**src/rtl/spf_pkg.sv**
```systemverilog
package spf_pkg;
  localparam int VEC_W   = 512;
  localparam int MASK_W  = 16;
  localparam int DW_W    = 32;
  localparam int QW_W    = 64;
  localparam int DW_LANES = VEC_W / DW_W;
  localparam int QW_LANES = VEC_W / QW_W;
  localparam int SEL_W   = $clog2(MASK_W);

  typedef enum logic [1:0] {
    VAR_D_SP = 2'd0,
    VAR_D_DP = 2'd1,
    VAR_Q_SP = 2'd2,
    VAR_Q_DP = 2'd3
  } variant_e;

  typedef struct packed {
    logic             load;
    logic [SEL_W-1:0] elemSel;
  } strobe_t;

  localparam logic [1:0] HINT_LEVEL = 2'd1;
endpackage

```
**src/rtl/spf_ctrl.sv**
```systemverilog
module spf_ctrl
  import spf_pkg::*;
#(
  parameter int NUM_BITS = MASK_W
) (
  input  logic                clk,
  input  logic                rstN,
  input  logic                opValid,
  input  logic [1:0]          opVariant,
  input  logic [NUM_BITS-1:0] opMask,
  input  logic                reqReady,
  output logic                opReady,
  output logic                reqValid,
  output logic                opDone,
  output strobe_t             strobes
);
  localparam int HALF = NUM_BITS / 2;
  localparam logic [NUM_BITS-1:0] FULL_LIMIT = {NUM_BITS{1'b1}};
  localparam logic [NUM_BITS-1:0] HALF_LIMIT = {{(NUM_BITS-HALF){1'b0}}, {HALF{1'b1}}};

  logic                busy;
  logic                doneQ;
  logic [NUM_BITS-1:0] pend;
  logic [NUM_BITS-1:0] nextPend;
  logic [NUM_BITS-1:0] effMask;
  logic [SEL_W-1:0]    sel;
  logic                accept;
  logic                fire;

  assign accept  = opValid && !busy;
  assign fire    = busy && reqReady;
  assign effMask = opMask & ((opVariant == VAR_D_SP) ? FULL_LIMIT : HALF_LIMIT);

  always_comb begin
    sel = '0;
    for (int i = NUM_BITS - 1; i >= 0; i--) begin
      if (pend[i]) sel = SEL_W'(i);
    end
  end

  always_comb begin
    nextPend = pend;
    nextPend[sel] = 1'b0;
  end

  always_ff @(posedge clk) begin
    if (!rstN) begin
      busy  <= 1'b0;
      doneQ <= 1'b0;
      pend  <= '0;
    end else begin
      doneQ <= 1'b0;
      if (accept) begin
        pend  <= effMask;
        busy  <= |effMask;
        doneQ <= ~|effMask;
      end else if (fire) begin
        pend <= nextPend;
        if (nextPend == '0) begin
          busy  <= 1'b0;
          doneQ <= 1'b1;
        end
      end
    end
  end

  assign opReady         = !busy;
  assign reqValid        = busy;
  assign opDone          = doneQ;
  assign strobes.load    = accept;
  assign strobes.elemSel = sel;
endmodule

```
**src/rtl/spf_dpath.sv**
```systemverilog
module spf_dpath
  import spf_pkg::*;
#(
  parameter int ADDR_W = 64,
  parameter int DISP_W = 32
) (
  input  logic              clk,
  input  logic              rstN,
  input  strobe_t           strobes,
  input  logic [1:0]        opVariant,
  input  logic [ADDR_W-1:0] opBase,
  input  logic [VEC_W-1:0]  opIndex,
  input  logic [MASK_W-1:0] opMask,
  input  logic [1:0]        opScale,
  input  logic [DISP_W-1:0] opDisp,
  output logic [ADDR_W-1:0] reqAddr,
  output logic [MASK_W-1:0] maskOut
);
  logic [ADDR_W-1:0] baseQ;
  logic [VEC_W-1:0]  idxQ;
  logic [MASK_W-1:0] maskQ;
  logic [1:0]        scaleQ;
  logic [DISP_W-1:0] dispQ;
  logic              qwordQ;

  logic [DW_W-1:0]   dwLane [DW_LANES];
  logic [QW_W-1:0]   qwLane [QW_LANES];
  logic [ADDR_W-1:0] idxExt;
  logic [ADDR_W-1:0] dispExt;

  always_ff @(posedge clk) begin
    if (!rstN) begin
      baseQ  <= '0;
      idxQ   <= '0;
      maskQ  <= '0;
      scaleQ <= '0;
      dispQ  <= '0;
      qwordQ <= 1'b0;
    end else if (strobes.load) begin
      baseQ  <= opBase;
      idxQ   <= opIndex;
      maskQ  <= opMask;
      scaleQ <= opScale;
      dispQ  <= opDisp;
      qwordQ <= opVariant[1];
    end
  end

  for (genvar g = 0; g < DW_LANES; g++) begin : gDword
    assign dwLane[g] = idxQ[g*DW_W +: DW_W];
  end
  for (genvar g = 0; g < QW_LANES; g++) begin : gQword
    assign qwLane[g] = idxQ[g*QW_W +: QW_W];
  end

  always_comb begin
    if (qwordQ)
      idxExt = ADDR_W'(qwLane[strobes.elemSel[SEL_W-2:0]]);
    else
      idxExt = {{(ADDR_W-DW_W){dwLane[strobes.elemSel][DW_W-1]}}, dwLane[strobes.elemSel]};
  end

  assign dispExt = {{(ADDR_W-DISP_W){dispQ[DISP_W-1]}}, dispQ};
  assign reqAddr = baseQ + (idxExt << scaleQ) + dispExt;
  assign maskOut = maskQ;
endmodule

```
**src/rtl/spf_top.sv**
```systemverilog
module spf_top
  import spf_pkg::*;
#(
  parameter int ADDR_W = 64,
  parameter int DISP_W = 32
) (
  input  logic              clk,
  input  logic              rstN,
  input  logic              opValid,
  output logic              opReady,
  input  logic [1:0]        opVariant,
  input  logic [ADDR_W-1:0] opBase,
  input  logic [VEC_W-1:0]  opIndex,
  input  logic [MASK_W-1:0] opMask,
  input  logic [1:0]        opScale,
  input  logic [DISP_W-1:0] opDisp,
  output logic              reqValid,
  input  logic              reqReady,
  output logic [ADDR_W-1:0] reqAddr,
  output logic [1:0]        reqLevel,
  output logic              reqExcl,
  output logic              opDone,
  output logic [MASK_W-1:0] maskOut
);
  strobe_t strobes;

  spf_ctrl #(.NUM_BITS(MASK_W)) ctrl_i (
    .clk      (clk),
    .rstN     (rstN),
    .opValid  (opValid),
    .opVariant(opVariant),
    .opMask   (opMask),
    .reqReady (reqReady),
    .opReady  (opReady),
    .reqValid (reqValid),
    .opDone   (opDone),
    .strobes  (strobes)
  );

  spf_dpath #(.ADDR_W(ADDR_W), .DISP_W(DISP_W)) dpath_i (
    .clk      (clk),
    .rstN     (rstN),
    .strobes  (strobes),
    .opVariant(opVariant),
    .opBase   (opBase),
    .opIndex  (opIndex),
    .opMask   (opMask),
    .opScale  (opScale),
    .opDisp   (opDisp),
    .reqAddr  (reqAddr),
    .maskOut  (maskOut)
  );

  assign reqLevel = HINT_LEVEL;
  assign reqExcl  = 1'b1;
endmodule

```
**config.mk**
```make
export PLATFORM = sky130hd
export DESIGN_NAME = spf_top
export DESIGN_NICKNAME = d
export VERILOG_FILES = /design/src/rtl/spf_pkg.sv /design/src/rtl/spf_ctrl.sv /design/src/rtl/spf_dpath.sv /design/src/rtl/spf_top.sv
export SDC_FILE = /design/constraint.sdc
export NUM_CORES = 2
export LEC_CHECK = 0
export ABC_AREA = 1
export BUFFER_PORTS_ARGS = -buffer_cell sky130_fd_sc_hd__buf_2
export CAP_MARGIN = 5
export CORE_UTILIZATION = 45
export CTS_BUF_LIST = sky130_fd_sc_hd__clkbuf_4 sky130_fd_sc_hd__clkbuf_8
export CTS_CLUSTER_DIAMETER = 100
export CTS_CLUSTER_SIZE = 24
export DETAILED_ROUTE_END_ITERATION = 6
export GPL_TIMING_DRIVEN = 0
export PLACE_DENSITY_LB_ADDON = 0.08
export SLEW_MARGIN = 25
export SYNTH_ARGS = -nofsm -noshare
export SYNTH_HDL_FRONTEND = slang
export SYNTH_HIERARCHICAL = 1
export SYNTH_SLANG_ARGS = --single-unit
export TNS_END_PERCENT = 10
```
**constraint.sdc**
```tcl
create_clock -name clk -period 4.4 [get_ports clk]
set_clock_uncertainty 0.05 [all_clocks]
set_input_delay 0.22 -clock clk [delete_from_list [all_inputs] [get_ports clk]]
set_output_delay 0.22 -clock clk [all_outputs]
set_load 0.05 [all_outputs]
```
==> impl_metrics.json, run 1 <==
{
  "status": "stopped before the end",
  "failed_stage": "global routing",
  "tool.error": "[ERROR GRT-0116] Global routing finished with congestion. Check the congestion regions in the DRC Viewer.",
  "die_height_um": 296,
  "avgSynthCellArea_sq_um": 6.35,
  "yosys.area.top_type": "dfxtp_1",
  "synthTopCellsByArea": "dfxtp_1 33%, nor2_1 13%, nand2_1 12%",
  "netlist_area_sq_mm": 0.0388,
  "dp.cells": 7974,
  "clk_path_buf_depth": 3,
  "synth_edf_count": 0,
  "grt_use_total_pct": 67.5,
  "grt_max_degree": 35,
  "rows": 107,
  "synth.top_cell.area_share_pct": 33.3,
  "root_buffer": "clkbuf_8",
  "grt_pass1_vias": 59500,
  "initial_core_util_pct": 45.5,
  "cts_buffers": 38,
  "synth-seq-cells": 645,
  "finalWeightedCongestion": 1.13,
  "ios": 718,
  "fp.dieW_um": 296,
  "synthDistinctLibCells": 48,
  "ys_warn_count": 6,
  "ys_async_sr_fraction_pct": 0,
  "clock-sinks": 645,
  "htree_num_levels": 2,
  "io_buffers": 714,
  "grt_overflow": 13,
  "grt_pass1_wl_um": 418000,
  "synth_cells": 6114,
  "yosysSeqAreaShare_pct": 33.3,
  "place_ws_ns": -2.88,
  "dpl.hpwl_um": 200000,
  "synthFlopType": "dfxtp_1"
}
-- synthesized netlist by cell type, types with 11 or more instances --
cell      number
buf_2        135
buf_6         32
buf_4         31
xor2_1        38
fa_1          64
nor3_1        13
a31oi_1       15
o21bai_1      16
a21oi_1      226
clkbuf_1     183
nand4_1       20
o22ai_1       26
nand2_1     1230
o21ai_1       42
o21ai_0      711
nand3b_1      54
a21o_1        11
inv_1        219
o211ai_1      28
buf_1         46
dfxtp_1      645
ha_1          62
nand3_1      823
nor2_1      1378
-- routing by layer --
| layer | GRT overflow | track usage [%] |
|---|---|---|
| met2 | 11 | 87.7 |
| met5 | 0 | 7.04 |
| met4 | 2 | 67.1 |
| met3 | 0 | 41.5 |
| met1 | 0 | 72.6 |
-- logic make-up after synthesis --
logic type               after synthesis  synth area share, %
AO/OA/AOI/OAI                       1096                 14.8
XOR/XNOR                              47                 1.06
adder cells (fa/ha/maj)              126                 5.30
buffers and inverters                660                 7.80
flip-flops                           645                 33.3
other                                  2               0.0193
AND/OR/NAND/NOR                     3538                 37.7
-- timing repair --
action / 4_1_cts
endpoints found under the setup margin: 64
hold endpoints to repair: 642
resized for setup: 1031
pin swaps: 206
setup buffers: 90
hold buffers: 630
gates cloned: 5
-- per-stage QoR --
step | utilization, % | TNS (ns) | cell area [sq um]
CTS | 66.1 | -115.61 | 56400
detailed placement | 51.9 | -141.01 | 44300
floorplan | - | -26.73 | 39300
global placement | 51.9 | -140.56 | 44300
==> run 2, diff against run 1 <==
--- a/config.mk
+++ b/config.mk
@@ -8,13 +8,10 @@
 export ABC_AREA = 1
 export BUFFER_PORTS_ARGS = -buffer_cell sky130_fd_sc_hd__buf_2
 export CAP_MARGIN = 5
-export CORE_UTILIZATION = 45
-export CTS_BUF_LIST = sky130_fd_sc_hd__clkbuf_4 sky130_fd_sc_hd__clkbuf_8
-export CTS_CLUSTER_DIAMETER = 100
-export CTS_CLUSTER_SIZE = 24
+export CORE_UTILIZATION = 30
 export DETAILED_ROUTE_END_ITERATION = 6
 export GPL_TIMING_DRIVEN = 0
-export PLACE_DENSITY_LB_ADDON = 0.08
+export PLACE_DENSITY_LB_ADDON = 0.15
 export SLEW_MARGIN = 25
 export SYNTH_ARGS = -nofsm -noshare
 export SYNTH_HDL_FRONTEND = slang
==> constraint.sdc (replaced) <==
create_clock -name clk -period 5.72 [get_ports clk]
set_clock_uncertainty 0.05 [all_clocks]
set_input_delay 0.286 -clock clk [delete_from_list [all_inputs] [get_ports clk]]
set_output_delay 0.286 -clock clk [all_outputs]
set_load 0.05 [all_outputs]
==> run 2 against run 1 <==
  * The flow now finishes, with violations (setup timing)
  * Area after synthesis unchanged
  * Synthesized cell count did not move
==> impl_metrics.json, run 2 <==
{
  "drt_wl_total_um": 305000,
  "largest_register_ffs": 512,
  "avgSynthCellArea_sq_um": 6.35,
  "synth_most_common_cell": "nor2_1",
  "cp-end-kind": "output pin",
  "synthFlopType": "dfxtp_1",
  "reg_top3": "dpath_i/idxQ (512), dpath_i/baseQ (64), dpath_i/dispQ (32)",
  "htree_num_levels": 3,
  "synth_edf_count": 0,
  "crit_buf_inv": 8,
  "finalSetupViolations": 62,
  "grt_pass1_vias": 51000,
  "cts_buffers": 76,
  "finalHoldViolCount": 0,
  "instances_no_fill": 9446,
  "critPathKind": "reg2out",
  "ys_warn_count": 6,
  "rsz0062_at_grt": "yes",
  "drc": 0,
  "initial_core_util_pct": 30.3,
  "worstSetupStartpointType": "flop",
  "final_antenna_net_count": 0,
  "slew-limit-headroom_pct": 22.6,
  "slowest_stage": "clkbuf_1",
  "grt_pass1_wl_um": 406000,
  "die_height_um": 362,
  "clk_latency_ns": 0.69,
  "final_cell_area_sq_mm": 0.0606,
  "rows": 131,
  "io_buffers": 714,
  "p_leak_uw": 0.0266,
  "dieArea_sq_mm": 0.131,
  "core_area_sq_mm": 0.128,
  "drt-pass1-iter-count": 6,
  "violations": "setup timing",
  "clk_pin_slew_ns": 0.06,
  "drv_cap": 0,
  "antenna_found_initial": 27,
  "ios": 718,
  "via_per_inst": 5.62,
  "cp_top_family": "buffers and inverters",
  "crit_top_cell": "nand2_1",
  "dp.cells": 8562,
  "ys_async_sr_fraction_pct": 0,
  "layout.nets": 8397,
  "utilization_pct": 47.4,
  "grt_max_degree": 35,
  "critPathMaxFanout": 10,
  "tritoncts": "yes",
  "power_uw": 31400,
  "synth_cells": 6114,
  "maxSlewViolCount": 0,
  "ir_drop_v": 0.000715,
  "synth.top_cell.area_share_pct": 33.3,
  "fp.dieW_um": 362,
  "hold_path.class": "in2reg",
  "final_cell_mix": "1,314 x nor2_1, 1,084 x nand2_1, 766 x buf_2",
  "grt_use_total_pct": 44.8,
  "layout_commonest_cell": "nor2_1",
  "power.density_mw_per_mm2": 518,
  "fillerInstances": 13100,
  "synthTopCellsByCount": "1,378 x nor2_1, 1,230 x nand2_1, 823 x nand3_1, 711 x o21ai_0, 645 x dfxtp_1",
  "max_stage_delay_ns": 0.71,
  "dr_total_vias": 53100,
  "drt-initial-drc-count": 6775,
  "min_period_ns": 7.11,
  "worst_pin_slew_ns": 1.16,
  "clock-sinks": 645,
  "dpl_cell_area_sq_mm": 0.0447,
  "yosys.area.top_type": "dfxtp_1",
  "area_growth_pct": 56.2,
  "place_ws_ns": -2.11,
  "finalWeightedCongestion": 1.05,
  "synthTopCellsByArea": "dfxtp_1 33%, nor2_1 13%, nand2_1 12%",
  "fmax_ghz": 0.141,
  "clk_path_buf_depth": 3,
  "grt_overflow": 0,
  "crit_required_ns": 5.38,
  "cp.arrival_ns": 6.77,
  "regMostFlops": "dpath_i/idxQ",
  "setup_ws_ns": -1.39,
  "detail_route.wl_per_cell_um": 32.3,
  "synthDistinctLibCells": 48,
  "synth-seq-cells": 645,
  "status": "finished with violations",
  "root_buffer": "clkbuf_16",
  "netlist_area_sq_mm": 0.0388,
  "period_share_pct": 124,
  "drive_gt1_share_pct": 25.5,
  "dpl.hpwl_um": 242000,
  "yosysSeqAreaShare_pct": 33.3
}
==> run 2: cell counts after synthesis <==
Identical to the previous run, type by type.
==> run 2: kinds of logic after synthesis <==
group                    after synthesis  synth area share, %
flip-flops                           645                 33.3
other                                  2               0.0193
AND/OR/NAND/NOR                     3538                 37.7
AO/OA/AOI/OAI                       1096                 14.8
adder cells (fa/ha/maj)              126                 5.30
XOR/XNOR                              47                 1.06
buffers and inverters                660                 7.80
==> run 2: layout make-up <==
cell class                 count  area, sq um  area share, %
multi-input combinational   4810        27700           45.6
sequential                   645        12900           21.3
timing repair buffer        1446        11400           18.8
buffer                       429         2990           4.93
tap                         1729         2160           3.57
clock buffer                  99         2140           3.53
inverter                     231          883           1.46
clock inverter                41          474          0.782
antenna                       16         40.0         0.0660
==> run 2: timing repair <==
action	in CTS	in global routing
gates resized for setup	898	454
hold buffers	626	0
endpoints found under the hold margin	635	0
gates cloned	3	7
setup endpoints to repair	63	64
pin swaps	92	178
buffers inserted	42	50
==> run 2: per-layer routing <==
metal,share of wire (%),GRT usage [%],vias to the layer above
li1,-,-,23200
met1,41,57.7,25800
met2,42,67.1,3326
met3,10,11.6,769
met4,7.1,26.3,6
met5,0.087,1.29,-
==> run 2: worst register-to-register path, cell delays in order (launching register included) <==
cell,delay [ns]
dfxtp_1,0.38
inv_1,0.07
nand2_1,0.10
inv_1,0.09
clkbuf_1,0.27
buf_4,0.28
clkbuf_2,0.48
buf_2,0.44
inv_2,0.49
clkbuf_1,0.85
buf_2,0.66
nor2_1,0.23
nor2_1,0.14
==> run 2: report_power, final <==
part	internal (uW)	switching (uW)	total, uW
logic	6740	14100	20800
clock network	2950	2260	5220
registers	4890	525	5420
total	14600	16900	31400
==> run 2: metrics by stage <==
stage / hold WS, ns / setup TNS (ns)
2_1_floorplan: 0.371 / 0
3_3_place_gp: 0.422 / -103.53
3_5_place_dp: 0.434 / -91.59
4_1_cts: 0.0240 / -65.36
5_1_grt: 0.0638 / -83.52
6_report: 0.0426 / -73.11
==> run 2: worst paths after layout <==
kind | start | endpoint | slack (ns) | depth (start not counted)
setup / recovery | ctrl_i/pend[0] | reqAddr[23] | -1.39 | 28
hold / removal | opBase[5] | dpath_i/baseQ[5] | 0.04 | 3
setup reg to reg | ctrl_i/reqValid | dpath_i/idxQ[187] | 1.15 | 12
hold reg to reg | dpath_i/maskOut[6] | dpath_i/maskOut[6] | 0.44 | 2
(Power assumes the default switching activity.)
